`config.mk`:
```
export PLATFORM = sky130hd
export DESIGN_NAME = phase_sequencer
export DESIGN_NICKNAME = d
export VERILOG_FILES = /design/src/rtl/seq_pkg.sv /design/src/rtl/seq_run_ctrl.sv /design/src/rtl/seq_position.sv /design/src/rtl/seq_phase_out.sv /design/src/rtl/phase_sequencer.sv
export SDC_FILE = /design/constraint.sdc
export NUM_CORES = 1
export LEC_CHECK = 0
export BUFFER_PORTS_ARGS = -buffer_cell sky130_fd_sc_hd__buf_2
export CAP_MARGIN = 20
export CORE_AREA = 2 2 41 43
export DETAILED_ROUTE_END_ITERATION = 6
export DIE_AREA = 0 0 43 45
export PLACE_DENSITY = 0.67
export RECOVER_POWER = 100
export SKIP_LAST_GASP = 1
export SLEW_MARGIN = 20
export SYNTH_ARGS = -nofsm -noshare
export SYNTH_HDL_FRONTEND = slang
export SYNTH_SLANG_ARGS = --single-unit
```
`constraint.sdc`:
```
create_clock -name clk -period 1.7 [get_ports clk]
set_input_delay 0.51 -clock clk [delete_from_list [all_inputs] [get_ports clk]]
set_output_delay 0.51 -clock clk [all_outputs]
set_load 0.01 [all_outputs]
```
`src/rtl/seq_pkg.sv`:
```
package seq_pkg;

  typedef enum logic [2:0] {
    RUN_IDLE  = 3'd0,
    RUN_STEP  = 3'd1,
    RUN_TIME  = 3'd2,
    RUN_CYCLE = 3'd3,
    RUN_AUTO  = 3'd4
  } run_mode_e;

  // Fixed priority among simultaneous requests: step, time, cycle, auto.
  function automatic run_mode_e pick_request(input logic r_step, input logic r_time,
                                             input logic r_cycle, input logic r_auto);
    if (r_step)       return RUN_STEP;
    else if (r_time)  return RUN_TIME;
    else if (r_cycle) return RUN_CYCLE;
    else if (r_auto)  return RUN_AUTO;
    else              return RUN_IDLE;
  endfunction

endpackage

```
`src/rtl/seq_run_ctrl.sv`:
```
module seq_run_ctrl
  import seq_pkg::*;
(
  input  logic      clk,
  input  logic      rst,
  input  logic      req_step,
  input  logic      req_time,
  input  logic      req_cycle,
  input  logic      req_auto,
  input  logic      end_of_step,
  input  logic      end_of_cycle,
  output logic      advance,
  output run_mode_e mode
);

  run_mode_e eff_mode;
  logic      halt_now;

  // A run in progress masks every new request.
  always_comb begin
    if (mode != RUN_IDLE) eff_mode = mode;
    else                  eff_mode = pick_request(req_step, req_time, req_cycle, req_auto);
  end

  assign advance = (eff_mode != RUN_IDLE);

  // Halt when the sub-step being entered is the boundary of the active mode.
  always_comb begin
    unique case (eff_mode)
      RUN_STEP:  halt_now = 1'b1;
      RUN_TIME:  halt_now = end_of_step;
      RUN_CYCLE: halt_now = end_of_cycle;
      default:   halt_now = 1'b0;
    endcase
  end

  always_ff @(posedge clk) begin
    if (rst)           mode <= RUN_IDLE;
    else if (halt_now) mode <= RUN_IDLE;
    else               mode <= eff_mode;
  end

  AST_STEP_HALTS: assert property (@(posedge clk) disable iff (rst)
    (mode == RUN_IDLE && req_step) |=> (mode == RUN_IDLE));

  AST_TIME_KEEPS: assert property (@(posedge clk) disable iff (rst)
    (mode == RUN_TIME) |=> (mode == RUN_TIME || mode == RUN_IDLE));

  AST_CYCLE_KEEPS: assert property (@(posedge clk) disable iff (rst)
    (mode == RUN_CYCLE) |=> (mode == RUN_CYCLE || mode == RUN_IDLE));

  AST_AUTO_FOREVER: assert property (@(posedge clk) disable iff (rst)
    (mode == RUN_AUTO) |=> (mode == RUN_AUTO));

endmodule

```
`src/rtl/seq_position.sv`:
```
module seq_position #(
  parameter int N_STEPS = 4,
  localparam int STEP_W = (N_STEPS > 1) ? $clog2(N_STEPS) : 1
) (
  input  logic              clk,
  input  logic              rst,
  input  logic              advance,
  output logic [STEP_W-1:0] step_idx,
  output logic [1:0]        sub_idx,
  output logic [STEP_W-1:0] next_step,
  output logic [1:0]        next_sub,
  output logic              end_of_step,
  output logic              end_of_cycle
);

  localparam logic [STEP_W-1:0] LAST_STEP = STEP_W'(N_STEPS - 1);
  localparam logic [1:0]        LAST_SUB  = 2'd2;

  logic on_last_sub;

  assign on_last_sub = (sub_idx == LAST_SUB);

  // Flags describe the position that the next advance lands on.
  assign end_of_step  = on_last_sub;
  assign end_of_cycle = on_last_sub && (step_idx == LAST_STEP);

  always_comb begin
    next_sub  = sub_idx;
    next_step = step_idx;
    if (advance) begin
      if (on_last_sub) begin
        next_sub  = 2'd0;
        next_step = (step_idx == LAST_STEP) ? '0 : step_idx + 1'b1;
      end else begin
        next_sub = sub_idx + 2'd1;
      end
    end
  end

  always_ff @(posedge clk) begin
    if (rst) begin
      step_idx <= '0;
      sub_idx  <= 2'd0;
    end else begin
      step_idx <= next_step;
      sub_idx  <= next_sub;
    end
  end

  AST_WRAP_TO_FIRST: assert property (@(posedge clk) disable iff (rst)
    (advance && end_of_cycle) |=> (step_idx == '0 && sub_idx == 2'd0));

  AST_SUB_RANGE: assert property (@(posedge clk) disable iff (rst)
    sub_idx != 2'd3);

endmodule

```
`src/rtl/seq_phase_out.sv`:
```
module seq_phase_out #(
  parameter int N_STEPS = 4,
  localparam int STEP_W = (N_STEPS > 1) ? $clog2(N_STEPS) : 1
) (
  input  logic               clk,
  input  logic               rst,
  input  logic [STEP_W-1:0]  next_step,
  input  logic [1:0]         next_sub,
  output logic [N_STEPS-1:0] t_out,
  output logic [N_STEPS-1:0] p_out
);

  localparam logic [1:0] PULSE_SUB = 2'd1;

  logic pulse_slot;

  assign pulse_slot = (next_sub == PULSE_SUB);

  for (genvar g = 0; g < N_STEPS; g++) begin : g_line
    logic hit;
    assign hit = (next_step == STEP_W'(g));

    always_ff @(posedge clk) begin
      if (rst) begin
        t_out[g] <= (g == 0);
        p_out[g] <= 1'b0;
      end else begin
        t_out[g] <= hit;
        p_out[g] <= hit && pulse_slot;
      end
    end
  end

  AST_T_ONEHOT: assert property (@(posedge clk) disable iff (rst)
    $countones(t_out) == 1);

  AST_P_ONEHOT0: assert property (@(posedge clk) disable iff (rst)
    $onehot0(p_out));

  AST_P_WITH_T: assert property (@(posedge clk) disable iff (rst)
    (p_out != '0) |-> ((p_out & t_out) == p_out));

endmodule

```
`src/rtl/phase_sequencer.sv`:
```
module phase_sequencer
  import seq_pkg::*;
#(
  parameter int N_STEPS = 4
) (
  input  logic               clk,
  input  logic               rst,
  input  logic               req_step,
  input  logic               req_time,
  input  logic               req_cycle,
  input  logic               req_auto,
  output logic [N_STEPS-1:0] t_out,
  output logic [N_STEPS-1:0] p_out
);

  localparam int STEP_W = (N_STEPS > 1) ? $clog2(N_STEPS) : 1;

  logic              advance;
  logic              end_of_step;
  logic              end_of_cycle;
  logic [STEP_W-1:0] step_idx;
  logic [STEP_W-1:0] next_step;
  logic [1:0]        sub_idx;
  logic [1:0]        next_sub;
  run_mode_e         mode;

  seq_run_ctrl u_ctrl (
    .clk          (clk),
    .rst          (rst),
    .req_step     (req_step),
    .req_time     (req_time),
    .req_cycle    (req_cycle),
    .req_auto     (req_auto),
    .end_of_step  (end_of_step),
    .end_of_cycle (end_of_cycle),
    .advance      (advance),
    .mode         (mode)
  );

  seq_position #(.N_STEPS(N_STEPS)) u_pos (
    .clk          (clk),
    .rst          (rst),
    .advance      (advance),
    .step_idx     (step_idx),
    .sub_idx      (sub_idx),
    .next_step    (next_step),
    .next_sub     (next_sub),
    .end_of_step  (end_of_step),
    .end_of_cycle (end_of_cycle)
  );

  seq_phase_out #(.N_STEPS(N_STEPS)) u_out (
    .clk       (clk),
    .rst       (rst),
    .next_step (next_step),
    .next_sub  (next_sub),
    .t_out     (t_out),
    .p_out     (p_out)
  );

  AST_IDLE_HOLD: assert property (@(posedge clk) disable iff (rst)
    (mode == RUN_IDLE && !(req_step || req_time || req_cycle || req_auto))
      |=> ($stable(t_out) && $stable(p_out)));

  AST_PULSE_MIDDLE: assert property (@(posedge clk) disable iff (rst)
    ((p_out != '0) == (sub_idx == 2'd1)));

  AST_REQ_MOVES: assert property (@(posedge clk) disable iff (rst)
    (mode == RUN_IDLE && (req_step || req_time || req_cycle || req_auto))
      |=> !($stable(t_out) && $stable(p_out)));

endmodule

```
# Word level (Yosys, flattened, before mapping)
# Index checks and enable logic that the tools add are counted.
[classes] reduce_logical=9 n_eq_ne=9 n_addsub=2 mux=11
[op_table] operator="3-bit 2-to-1 mux" n=5
[op_table] operator="2-bit 2-to-1 mux" n=5
[op_table] operator="2-bit equality test (second input constant)" n=4
[op_table] operator="3-bit by 2-bit equality test with 1-bit output (second input constant)" n=2
[op_table] operator="3-bit nonzero test" n=2
[op_table] operator="1-bit logical AND" n=5
[op_table] operator="2-bit by 1-bit adder with 2-bit output (second input constant)" n=2
[op_table] operator="2-bit by 1-bit equality test with 1-bit output (second input constant)" n=2
[op_table] operator="3-bit by 1-bit equality test with 1-bit output (second input constant)" n=1
[op_table] operator="1-bit case mux with 3 select lines" n=1
[op_table] operator="2-bit zero test" n=1
[op_table] operator="2-bit OR reduction" n=1
[totals] word_cells=42 ff_bits=15 out_inout_bits=8

# Logic depth before layout (Yosys ltp)
# Gate-level depths: netlist (run 1).
[depth] word_depth=9 ltp_mapped=4

# Hierarchy
# From an unflattened synthesis (run 1), not the netlist that was laid out.
[hier_totals] cells_unflattened=63 hier_area_um2=660.6
[modules_own_cells] mod="seq_position" n_inst=1 cells_per_inst=26 seq_area_each_um2=80.1 area_per_inst_um2=257.7
[modules_own_cells] mod="seq_phase_out" n_inst=1 cells_per_inst=20 seq_area_each_um2=160.2 area_per_inst_um2=225.2
[modules_own_cells] mod="seq_run_ctrl" n_inst=1 cells_per_inst=17 seq_area_each_um2=60.1 area_per_inst_um2=177.7

# Least setup slack after synthesis (run 1)
# Ideal clock, no wire load.
[synth_path] kind="input -> register" start="input req_time" end="register u_out.p_out[3]" slack_ns=0.190 t_arrival_ns=1.376 stages=3 path_cell_list="or4_4 > nor3_4 > nor4_1"
[synth_via] elab_chain_len=7
[synth_rtl] item="start: declaration" line="phase_sequencer.sv:9" text="input logic req_time,"
[synth_rtl] item="3-bit 2-to-1 mux *" line="seq_pkg.sv:15" text="else if (r_time) return RUN_TIME;"
[synth_rtl] item="3-bit 2-to-1 mux *" line="seq_pkg.sv:14" text="if (r_step) return RUN_STEP;"
[synth_rtl] item="3-bit 2-to-1 mux *" line="seq_run_ctrl.sv:21" text="if (mode != RUN_IDLE) eff_mode = mode;"
[synth_rtl] item="3-bit nonzero test *" line="seq_run_ctrl.sv:25" text="assign advance = (eff_mode != RUN_IDLE);"
[synth_rtl] item="2-bit 2-to-1 mux" line="seq_position.sv:30" text="if (advance) begin"
[synth_rtl] item="2-bit equality test / 2-bit by 1-bit equality test with 1-bit output (equally long branches)" line="seq_phase_out.sv:21, seq_phase_out.sv:17"
[synth_rtl] item="1-bit logical AND *" line="seq_phase_out.sv:29" text="p_out[g] <= hit && pulse_slot;"
[synth_rtl] item="end signal: indexed assignment" line="seq_phase_out.sv:29"
[synth_rtl] item="end: declaration" line="seq_phase_out.sv:10" text="output logic [N_STEPS-1:0] p_out"
# Mark *: on every way between the ends. The rest lies on a longest branch, timed or not.
# A chain may end at the register's enable or synchronous reset.

# Worst setup path in the final report (run 1)
# Same ends and word-level chain as after synthesis.

==> results.md, run 1 <==
* Outcome: complete, no violations
* # DRC at 0
* Post-CTS Resized at 0
* Design Area, Final at 834.6 µm²
* Avg Inst Size Synth at 9.655 µm²
* R2r endpoint: u_out.t_out[2]
* Skew-Pair Late Insertion Delay at 290 ps
* Worst slew pin tran at 429.8 ps
* Setup crit end kind: flop
* Crit Path Max Fanout at 5
* CP bufs+invs at 1
* Setup CP Type: in -> reg
* Crit-path cells: clkbuf_1, or4_1, nor3_4, nor4_1
* Final Wtd Congestion at 0.8783
* Initial antenna violation count at 0
* Critical-path top delay cell: or4_1
* Cts hold-fix bufs at 0
* Finished Layout Cells at 110
* Clk sinks at 15
* CTS tree: built
* Drt first pass iters at 4
* Post-CTS setup buffers at 0
* Final HPWL DP at 1073 µm
* First-pass GRT wire length at 2332 µm
* CP Depth at 4
* Num rows at 14
* Post-synth ARST share at 0%
* Combinational family with the most area after synthesis: simple AND/OR/NAND/NOR gates
* Fin Setup TNS at 0 ps
* Fillcell total at 153
* Via density at 5.664
* Placed Cells incl. Taps at 106
* Placed inst area at 825.8 µm²
* Die area at 1935 µm²
* Port bufs at 13
* Clock Pin Slew Worst Setup and Hold Paths at 90 ps
* Most common flop cell mapped by yosys: dfxtp_1
* Pin count of the biggest net entering global routing at 14
* Synth Area in XOR/XNOR at 0%
* Post-route ant nets at 0
* Arr. time, crit path at 1680 ps
* Sequential element share of the synthesized area at 42.03%
* Worst Hold Launch: rst
* Min-delay worst type: in -> reg
* Final Power at 726.2 µW
* Initial Utilization at 48.55%
* Worst-case clock buffer depth at 2
* DIE WIDTH at 43 µm
* Die Y at 45 µm
* #FFs+latches synth at 15
* Drt wl/cell at 12.81 µm
* Fmax at 661.5 MHz
* Post-synthesis compound-gate area fraction at 20.67%
* Storage cell area at 300.3 µm²
* Crit share post-route at 88.92%
* Leak at 0.0003038 µW
* Synthesized area at 714.4 µm²
* Footprint of the multi-input gates at 395.4 µm²
* Core Region at 1471 µm²
* Post-synth EDFFs at 0
* Synth Warn # at 0
* Routed via count at 623
* Final WS setup at 188.4 ps
* Reg2reg start: u_ctrl.mode[2]
* Worst r2r path cells at 4
* Synth-to-Final Area Change at 16.81%
* Io pins at 14
* Max Transition Viols Final at 0
* Syn nets at 81
* VDD IR-drop max at 0.4496 mV
* Startpoint types: input pin
* Final wirelength at 1409 µm
* Layout cell share with drive strength beyond 1 at 20.21%
* Hold Vio Cnt, Final at 0
* Post-synthesis mux area share at 2.977%
* Total grt overflow at 0
* Critical Path End: u_out.p_out[3]
* Required @ worst endpoint at 1870 ps
* RSZ-0062 raised after global routing: false
* Root Driver: clkbuf_4
* Worst Skew at 2.151 ps
* Post-Synthesis Cells at 74
* Delay-heaviest family, CP: simple AND/OR/NAND/NOR gates
* Antenna diode count at 0
* CP peak stage delay at 660 ps
* Pre-CTS setup slack at -21.87 ps
* Post-Synth Simple-Gate Area at 30.47%
* H-tree levels at 1
* Num CTS Buffers at 3
* Max_cap viols at 0
* Synth Area in Adders at 1.751%
* Synth cell types at 38
* Post-route minimum period at 1512 ps
* Setup violators final at 0
* GRT Overall Usage at 16.58%
* Slew headroom at 70.60%
* Crit path launch: req_time
* PD cells at 870.1 nW/µm²
* Detailed Route Iter0 Violations at 11
* NumNets Final at 102
* Vias in the first global route at 528
* Reg2reg setup slack at 290 ps
[stage by stage]
stage | hold slack, ps | util (%)
final | 547.3 | 56.72
after global routing | 551.3 | 56.72
after CTS | 538.6 | 57.99
after detailed placement | 560.3 | 56.12
after global placement | 544.7 | 56.12
after floorplan | 506.6 | -
[cell usage in the layout, fill, tap and decap left out, types with 2 or more instances in the layout]
master,instances
nor2_1,6
nor3_1,4
o32ai_1,2
nand2_1,3
nor4_1,2
buf_2,4
dfxtp_1,15
nand2b_1,4
a21oi_1,2
o22ai_1,2
inv_1,3
nand3b_1,3
clkbuf_1,10
buf_4,3
clkbuf_4,3
o211ai_1,2
[sequential cells by signal, summed over array words and instances (netlist names)]
register and flops:
u_pos.sub_idx 2, u_out.t_out 4, u_pos.step_idx 2, u_out.p_out 4, u_ctrl.mode 3
[logic make-up after synthesis]
kind of cell,after synthesis
adder cells (fa/ha/maj),1
flip-flops,15
AO/OA/AOI/OAI,19
buffers and inverters,4
multiplexers,2
AND/OR/NAND/NOR,33
[synth_stat cells, types with 2 or more instances]
| library cell | number | area [µm²] |
|---|---|---|
| nand2b_1 | 4 | 25.02 |
| a21oi_1 | 2 | 10.01 |
| o22ai_1 | 2 | 12.51 |
| nand2_1 | 3 | 11.26 |
| inv_1 | 3 | 11.26 |
| nand3b_1 | 3 | 22.52 |
| nor3_1 | 4 | 20.02 |
| o32ai_1 | 2 | 17.52 |
| o211ai_1 | 2 | 15.01 |
| nor2_1 | 6 | 22.52 |
| dfxtp_1 | 15 | 300.3 |
| nor4_1 | 2 | 12.51 |
[layer usage]
metal	vias to the layer above	track usage [%]	part of all wire, %
li1	325	-	-
met5	-	0	0
met2	12	22.73	43
met1	282	23.38	52
met3	4	3.600	3.5
met4	0	10.91	1.5
[how the worst min path moves through the flow]
stage	slack, ps	depth (start not counted)	end
2_1_floorplan	510	2	u_out.p_out[3]
3_3_place_gp	540	2	u_pos.sub_idx[1]
6_report	550	2	u_ctrl.mode[2]
5_1_grt	550	2	u_ctrl.mode[2]
3_5_place_dp	560	2	u_pos.sub_idx[1]
4_1_cts	540	2	u_ctrl.mode[2]
[cell type report]
cell class,count,share of cell area (%)
Clock inverter,1,0.5997
Clock buffer,3,2.699
Tap cell,16,2.399
Sequential cell,15,35.98
Timing Repair Buffer,17,9.595
Inverter,3,1.349
Multi-Input combinational cell,55,47.38
[where the power goes]
part | internal, µW | total (µW) | switching [µW]
logic | 55.7 | 130 | 74.2
registers | 373 | 391 | 18.6
clock network | 87.5 | 205 | 117
[worst register-to-register path: stages (launching register included)]
cell	delay, ps
dfxtp_1	400
nor3_1	70
clkbuf_1	130
a21oi_1	340
mux2_2	380
Note: power is estimated with default switching activity, not from simulation.
==> inputs of run 2 (changes only) <==
Settings changed: CORE_AREA 2 2 41 43 to 2 2 40 42, DIE_AREA 0 0 43 45 to 0 0 42 44, PLACE_DENSITY 0.67 to 0.66, SYNTH_HIERARCHICAL from default to 1.
==> results.md, run 2 <==
* RSZ-0062 raised after global routing: true
* Post-synth ARST share at 0%
* Skew-Pair Late Insertion Delay at 270 ps
* Crit-path cells: buf_4, o41a_1, nand3_2, or3b_4, nand2_1, or3b_4, nor3_2
* Post-route ant nets at 0
* Sequential element share of the synthesized area at 45.45%
* Outcome: complete, but fails checks
* # DRC at 0
* Crit Path Max Fanout at 4
* #FFs+latches synth at 15
* Initial Utilization at 46.56%
* Post-synth EDFFs at 0
* Ranking of synthesized cells by area: dfxtp_1 (45%), mux2_4 (9.1%), nor3_1 (4.5%)
* Slew headroom at 81.12%
* Most used cell, CP: or3b_4
* CP peak stage delay at 420 ps
* Most common flop cell mapped by yosys: dfxtp_1
* Initial antenna violation count at 0
* Startpoint types: input pin
* Fmax at 522.0 MHz
* Num CTS Buffers at 3
* Failing checks: negative setup slack
* Finished Layout Cells at 108
* Port bufs at 13
* Drt first pass iters at 2
* Final WS setup at -215.7 ps
* Final Wtd Congestion at 0.7143
* GRT Overall Usage at 13.73%
* Required @ worst endpoint at 1910 ps
* Commonest non-fill, non-tap cell in the layout: dfxtp_1
* Worst-case clock buffer depth at 2
* Arr. time, crit path at 2130 ps
* Worst Skew at 0.4145 ps
* Avg Inst Size Synth at 10.49 µm²
* Die area at 1848 µm²
* Post-synth top area cell: dfxtp_1
* VDD IR-drop max at 0.4918 mV
* Biggest regs: u_out/p_out: 4 flops, u_out/t_out: 4 flops, u_ctrl/mode: 3 flops
* Critical-path top delay cell: o41a_1
* Syn nets at 70
* Pre-CTS setup slack at -516.1 ps
* DIE WIDTH at 42 µm
* Max_cap viols at 0
* Routed via count at 523
* Fillcell total at 119
* Detailed Route Iter0 Violations at 4
* CTS tree: built
* Final wirelength at 1352 µm
* Setup CP Type: in -> reg
* Root Driver: clkbuf_4
* Setup crit end kind: flop
* Synth cell types at 28
* Core Region at 1419 µm²
* Post-Synthesis Cells at 63
* H-tree levels at 1
* Post-route minimum period at 1916 ps
* Worst slew pin tran at 283.1 ps
* PD cells at 916.6 nW/µm²
* Clock Pin Slew Worst Setup and Hold Paths at 90 ps
* Footprint of the multi-input gates at 400.4 µm²
* Leak at 0.0003853 µW
* Vias in the first global route at 497
* Final Power at 851.0 µW
* Drt wl/cell at 12.52 µm
* Most frequent cells in the layout: dfxtp_1 (14), buf_4 (12), clkbuf_1 (8), nor2_1 (6)
* Num rows at 14
* First-pass GRT wire length at 1925 µm
* Pin count of the biggest net entering global routing at 15
* Placed Cells incl. Taps at 102
* Layout cell share with drive strength beyond 1 at 46.74%
* Die Y at 44 µm
* Final HPWL DP at 895.5 µm
* Via density at 4.843
* Synth-to-Final Area Change at 40.53%
* Hold Vio Cnt, Final at 0
* Antenna diode count at 0
* Storage cell area at 304.0 µm²
* Max Transition Viols Final at 0
* Clk sinks at 15
* NumNets Final at 100
* Io pins at 14
* Min-delay worst type: reg -> reg
* Total grt overflow at 0
* Synth Warn # at 6
* Setup violators final at 8
* Cell with the most instances after synthesis: dfxtp_1
* Synthesized area at 660.6 µm²
* Share of the synthesized area in the top cell type at 45.45%
* Synth top cells by count: dfxtp_1 (15), nor2_1 (7), nor3_1 (6)
* Crit share post-route at 112.7%
==> run 2: where the power goes <==
part	internal [µW]	switching (µW)	leakage [µW]	total, µW
logic	139	115	0.000245	254
registers	381	19.0	0.000123	400
clock network	87.1	110	0.0000177	197
==> run 2: final cells by class <==
class / instances / area share [%]
clock inverters: 1 / 0.5391
clock buffers: 3 / 2.426
well taps: 16 / 2.156
inverters: 3 / 1.482
flip-flops and latches: 15 / 32.75
repair buffers: 26 / 17.52
multi-input cells: 44 / 43.13
==> run 2: cell families after synthesis <==
logic type,count (synthesis),synth area share (%)
AOI/OAI and AO/OA,8,10.98
adders and majority gates,1,1.894
buffers and inverters,4,3.409
DFF,15,45.45
muxes,5,10.61
and+or+nand+nor,30,27.65
==> run 2: worst paths after layout <==
| kind | start | endpoint | slack (ps) | cells after the start |
|---|---|---|---|---|
| setup reg to reg | u_ctrl/mode[2] | u_out/p_out[2] | -190 | 6 |
| hold reg to reg | u_pos/step_idx[1] | u_pos/step_idx[1] | 510 | 2 |
| setup / recovery | req_step | u_out/p_out[2] | -220 | 7 |
| hold / removal | u_pos/step_idx[1] | u_pos/step_idx[1] | 510 | 2 |
==> run 2: layer usage <==
layer / vias up / routed length [µm] / GRT usage [%]
met4: 0 / 0 / 5.806
met5: - / 0 / 0
met1: 238 / 551 / 14.25
li1: 275 / - / -
met2: 10 / 749 / 25.94
met3: 0 / 51 / 3.750
==> run 2: metrics by stage <==
step                      setup TNS, ps  hold WS [ps]  cell area, µm²  utilization (%)
after floorplan                   -2214         464.2           673.1                -
after global placement            -3832         488.7           829.5            58.47
after detailed placement          -3995         495.0           829.5            58.47
after CTS                        -982.0         510.2           874.6            61.64
after global routing              -1466         540.1           928.4            65.43
final                             -1113         506.4           928.4            65.43
==> run 2: timing repair <==
action / in CTS / in global routing
setup buffers: 0 / 3
hold buffers: 0 / 0
gates resized for setup: 6 / 11
pin swaps: 1 / 6
setup endpoints to repair: 9 / 9
==> run 2: worst max-delay path, delay by kind of cell <==
family                 cells  cell delay, ps
AOI/OAI and AO/OA          1             420
buffers and inverters      1             120
and+or+nand+nor            5            1060
